`src/rtl/mcc_pkg.sv`:
```
package mcc_pkg;

  localparam int unsigned PHASE_W = 4;
  localparam int unsigned CLASS_W = 2;
  localparam int unsigned MODE_W  = 2;

  typedef logic [PHASE_W-1:0] phase_t;

  // Fixed phase codes; the datapath decodes these values.
  localparam phase_t PH_FETCH  = 4'd0;
  localparam phase_t PH_DECODE = 4'd1;
  localparam phase_t PH_ALU    = 4'd2;
  localparam phase_t PH_TARGET = 4'd3;
  localparam phase_t PH_ADDR   = 4'd4;
  localparam phase_t PH_MEMRD  = 4'd5;
  localparam phase_t PH_MEMWR  = 4'd6;
  localparam phase_t PH_PTRRD  = 4'd7;
  localparam phase_t PH_REGWR  = 4'd8;
  localparam phase_t PH_PCUPD  = 4'd9;
  localparam phase_t PH_TRAP   = 4'd15;

  localparam logic [CLASS_W-1:0] CLS_ALU  = 2'd0;
  localparam logic [CLASS_W-1:0] CLS_FLOW = 2'd1;
  localparam logic [CLASS_W-1:0] CLS_MEM  = 2'd2;

  localparam logic [MODE_W-1:0] AM_READ  = 2'd0;
  localparam logic [MODE_W-1:0] AM_WRITE = 2'd1;
  localparam logic [MODE_W-1:0] AM_PTR   = 2'd2;
  localparam logic [MODE_W-1:0] AM_EA    = 2'd3;

endpackage

```
`src/rtl/mcc_route.sv`:
```
// Turns the decoder control codes into candidate successor phases for
// each branching point of the sequence.
module mcc_route
  import mcc_pkg::*;
(
  input  logic [CLASS_W-1:0] instr_class,
  input  logic               save_link,
  input  logic [MODE_W-1:0]  access_mode,
  input  logic               is_load,
  output phase_t             after_decode,
  output phase_t             after_target,
  output phase_t             after_addr,
  output phase_t             after_ptr
);

  always_comb begin
    unique case (instr_class)
      CLS_ALU:  after_decode = PH_ALU;
      CLS_FLOW: after_decode = PH_TARGET;
      CLS_MEM:  after_decode = PH_ADDR;
      default:  after_decode = PH_TRAP;
    endcase
  end

  always_comb begin
    after_target = save_link ? PH_REGWR : PH_PCUPD;
  end

  always_comb begin
    unique case (access_mode)
      AM_READ:  after_addr = PH_MEMRD;
      AM_WRITE: after_addr = PH_MEMWR;
      AM_PTR:   after_addr = PH_PTRRD;
      default:  after_addr = PH_REGWR;
    endcase
  end

  always_comb begin
    after_ptr = is_load ? PH_MEMRD : PH_MEMWR;
  end

endmodule

```
`src/rtl/mcc_next_phase.sv`:
```
// Next-phase logic: waits on the memory handshake and selects the routed
// successors at branching points.
module mcc_next_phase
  import mcc_pkg::*;
(
  input  phase_t cur,
  input  logic   mem_done,
  input  phase_t after_decode,
  input  phase_t after_target,
  input  phase_t after_addr,
  input  phase_t after_ptr,
  output phase_t nxt
);

  always_comb begin
    nxt = PH_TRAP;
    case (cur)
      PH_FETCH:  nxt = mem_done ? PH_DECODE : PH_FETCH;
      PH_DECODE: nxt = after_decode;
      PH_ALU:    nxt = PH_REGWR;
      PH_TARGET: nxt = after_target;
      PH_ADDR:   nxt = after_addr;
      PH_MEMRD:  nxt = mem_done ? PH_REGWR : PH_MEMRD;
      PH_MEMWR:  nxt = mem_done ? PH_PCUPD : PH_MEMWR;
      PH_PTRRD:  nxt = mem_done ? after_ptr : PH_PTRRD;
      PH_REGWR:  nxt = PH_PCUPD;
      PH_PCUPD:  nxt = PH_FETCH;
      default:   nxt = PH_TRAP;
    endcase
  end

endmodule

```
`src/rtl/mcc_phase_reg.sv`:
```
// Phase register with explicit load enable and asynchronous reset.
module mcc_phase_reg
  import mcc_pkg::*;
(
  input  logic   clk,
  input  logic   rst_n,
  input  logic   load_en,
  input  phase_t d,
  output phase_t q
);

  always_ff @(posedge clk or negedge rst_n) begin
    if (!rst_n) begin
      q <= PH_FETCH;
    end else if (load_en) begin
      q <= d;
    end
  end

endmodule

```
`src/rtl/mcc_master_ctl.sv`:
```
module mcc_master_ctl
  import mcc_pkg::*;
(
  input  logic               clk,
  input  logic               rst_n,
  input  logic               mem_done,
  input  logic [CLASS_W-1:0] instr_class,
  input  logic               save_link,
  input  logic [MODE_W-1:0]  access_mode,
  input  logic               is_load,
  output logic [PHASE_W-1:0] phase_o
);

  phase_t cur_q;
  phase_t nxt_d;
  phase_t to_decode;
  phase_t to_target;
  phase_t to_addr;
  phase_t to_ptr;
  logic   phase_en;

  mcc_route u_route (
    .instr_class  (instr_class),
    .save_link    (save_link),
    .access_mode  (access_mode),
    .is_load      (is_load),
    .after_decode (to_decode),
    .after_target (to_target),
    .after_addr   (to_addr),
    .after_ptr    (to_ptr)
  );

  mcc_next_phase u_next (
    .cur          (cur_q),
    .mem_done     (mem_done),
    .after_decode (to_decode),
    .after_target (to_target),
    .after_addr   (to_addr),
    .after_ptr    (to_ptr),
    .nxt          (nxt_d)
  );

  // The register only loads when the phase actually changes.
  assign phase_en = (nxt_d != cur_q);

  mcc_phase_reg u_reg (
    .clk     (clk),
    .rst_n   (rst_n),
    .load_en (phase_en),
    .d       (nxt_d),
    .q       (cur_q)
  );

  assign phase_o = cur_q;

endmodule

```
`config.mk`:
```
export PLATFORM = sky130hd
export DESIGN_NAME = mcc_master_ctl
export DESIGN_NICKNAME = d
export VERILOG_FILES = /design/src/rtl/mcc_pkg.sv /design/src/rtl/mcc_route.sv /design/src/rtl/mcc_next_phase.sv /design/src/rtl/mcc_phase_reg.sv /design/src/rtl/mcc_master_ctl.sv
export SDC_FILE = /design/constraint.sdc
export NUM_CORES = 1
export LEC_CHECK = 0
export ABC_AREA = 0
export CORE_AREA = 8 8 45 47
export CTS_CLUSTER_DIAMETER = 120
export DETAILED_ROUTE_END_ITERATION = 8
export DIE_AREA = 0 0 53 55
export MAX_ROUTING_LAYER = met4
export PLACE_DENSITY = 0.66
export SYNTH_ARGS = -nofsm -noshare
export SYNTH_HDL_FRONTEND = slang
export SYNTH_SLANG_ARGS = --single-unit
```
`constraint.sdc`:
```
create_clock -name clk -period 1.8 [get_ports clk]
set_input_delay 0.36 -clock clk [delete_from_list [all_inputs] [get_ports clk]]
set_output_delay 0.36 -clock clk [all_outputs]
set_load 0.05 [all_outputs]
```
==> impl_metrics.ini <==
[floorplanning]
die_area_um2 = 2920
die_h_um = 55
start_util_pct = 28.4
die-width_um = 53
core_um2 = 1380
rows = 14
io_pins = 13

[layout]
mostFrequentLayoutCell = clkdlybuf4s50_1
fillers = 145
final_cell_mix = clkdlybuf4s50_1 (8), inv_1 (5), a21oi_1 (4), dfrtp_1 (4)
stdcell_count = 77
area_delta_synth_final_pct = 41.4
top_regs = u_reg.q (4)
largest_register_ffs = 4
antenna_cells = 0
final_net_count = 75
drive_gt1_share_pct = 23.0
top_register = u_reg.q

[logic_synthesis]
syn_nets = 59
ys_types = 24
async_flop_share_pct = 100
ys_warn_count = 0
synth-edff-count = 0
synth-seq-area-share_pct = 25.5
synthCells = 47
synth_area_um2 = 393
synthFlopType = dfrtp_1
syn_avg_cell_area_um2 = 8.36
ys_ff_latch = 4

[run]
drv_cap = 0

[drt]
drtPass1Iterations = 4
vias = 388
totalWireLength_um = 932
drc_errors = 0
drt-initial-drc-count = 3
ant_nets = 0
vias_per_cell = 5.04
wl_per_cell_um = 12.1

[sta]
slew_headroom_pct = 71.4
setup_viol = 0
rsz0062_at_grt = false
finalSetupTns_ns = 0
fin_worst_skew_ns = 0.00350
tightest_slew_ns = 0.429
finalHoldViolCount = 0
timing.final.crit_period_ns = 1.48
fmax_mhz = 674
post-route-period-util_pct = 82.4
finalMaxSlewViolations = 0

[placement]
io_buffers = 12
gp_congestion = 0.805
hpwl_um = 751
place_inst = 74

[cts]
hold_buffers = 0
post_cts_buffers = 0
tritoncts = built
cts_buffers = 3
numClockSinks = 4
cts.reportedPaths.clkPinSlew_ns = 0.04
cts-resized-gates = 0
insertion_delay_ns = 0.23
htreeDepth = 1
cts_buffer_depth = 2
root_buffer = clkbuf_4

[setup_path]
rrSetupSlack_ns = 0.46
critPathLaunchType = input pin
worstSetupPathType = input pin to flip-flop
arrival_ns = 1.59
required_ns = 1.90
cp-end-kind = flip-flop
path_max_fanout = 2

[pwr]
power_frac_comb_pct = 36.4
power_frac_clock_pct = 29.8
leakage_uw = 0.000237
peakVddDrop_mv = 0.306
intPower_uw = 233
power_density_nw_per_um2 = 648
p_sw_share_pct = 35.2
switchingPower_uw = 127
seqPwrFrac_pct = 33.8

[min_path]
min_path_type = input pin to async pin

[global_route]
grt_max_degree = 13
antenna_found_initial = 0
grt_overflow = 0
grt_pass1_wl_um = 1590
grt_use_total_pct = 7.62
grt_pass1_vias = 387

[status]
status = completed
[critical path, cell delays in order]
cell	delay (ns)
clkdlybuf4s50_1	0.48
inv_1	0.06
ha_1	0.20
nor3_2	0.17
nor4b_2	0.07
a31oi_1	0.15
o22ai_1	0.09
[through the flow]
step                power (uW)  hold WS, ns  utilization, %  setup slack [ns]  cell area (um2)
floorplan                  198       0.0644               -             0.351              393
finish                     360        0.327            40.1             0.317              556
global placement           253        0.570            38.5             0.102              533
CTS                        367        0.324            40.1             0.319              556
detailed placement         254        0.576            38.5            0.0772              533
global route               387        0.327            40.1             0.246              556
[synth_stat cells, drive strengths merged (2+ instances only)]
master	n	share of area, %
inv	7	6.7
a21oi	4	5.1
dfrtp	4	25
o21ai	4	5.1
a22oi	3	5.7
ha	3	9.6
nand2	3	2.9
a31oi	2	3.2
buf	2	5.7
nand2b	2	3.2
nor2	2	1.9
nor3	2	3.8
or2	2	3.2
[layout make-up]
cell class	instances	area (um2)	area share [%]
tap	16	20.0	3.60
multi-input combinational	34	244	43.9
timing repair buffer	13	143	25.7
clock buffer	3	22.5	4.05
sequential	4	100	18.0
inverter	7	26.3	4.73
[power by group through the flow]
| stage | registers, uW | logic (uW) | clock network [uW] |
|---|---|---|---|
| final | 122 | 131 | 107 |
| after global routing | 124 | 140 | 123 |
| after CTS | 121 | 132 | 114 |
| after detailed placement | 122 | 132 | 0 |
| after global placement | 122 | 131 | 0 |
| after floorplan | 145 | 53.2 | 0 |
[final timing paths]
kind                           startpoint         end  cells after the start
min in group clk               u_reg.q[2]  u_reg.q[3]                      2
min                                 rst_n  u_reg.q[1]                      1
max in group asynchronous           rst_n  u_reg.q[2]                      1
max reg2reg                    u_reg.q[0]  u_reg.q[0]                      4
max                        access_mode[0]  u_reg.q[0]                      7
min reg2reg                    u_reg.q[2]  u_reg.q[3]                      2
[metal layers]
metal / global-route usage, % / routed length [um]
met5: - / 0
met4: 6.47 / 0
met3: 3.48 / 65
met2: 9.96 / 439
met1: 8.56 / 427
[logic make-up after synthesis]
logic type	count (synthesis)	share of synthesized area, %
compound gates	17	29.0
simple gates	13	21.0
buf+inv	9	12.4
flops	4	25.5
fa+ha+maj	3	9.56
mux	1	2.55
Power figures use the tool's default switching activity.
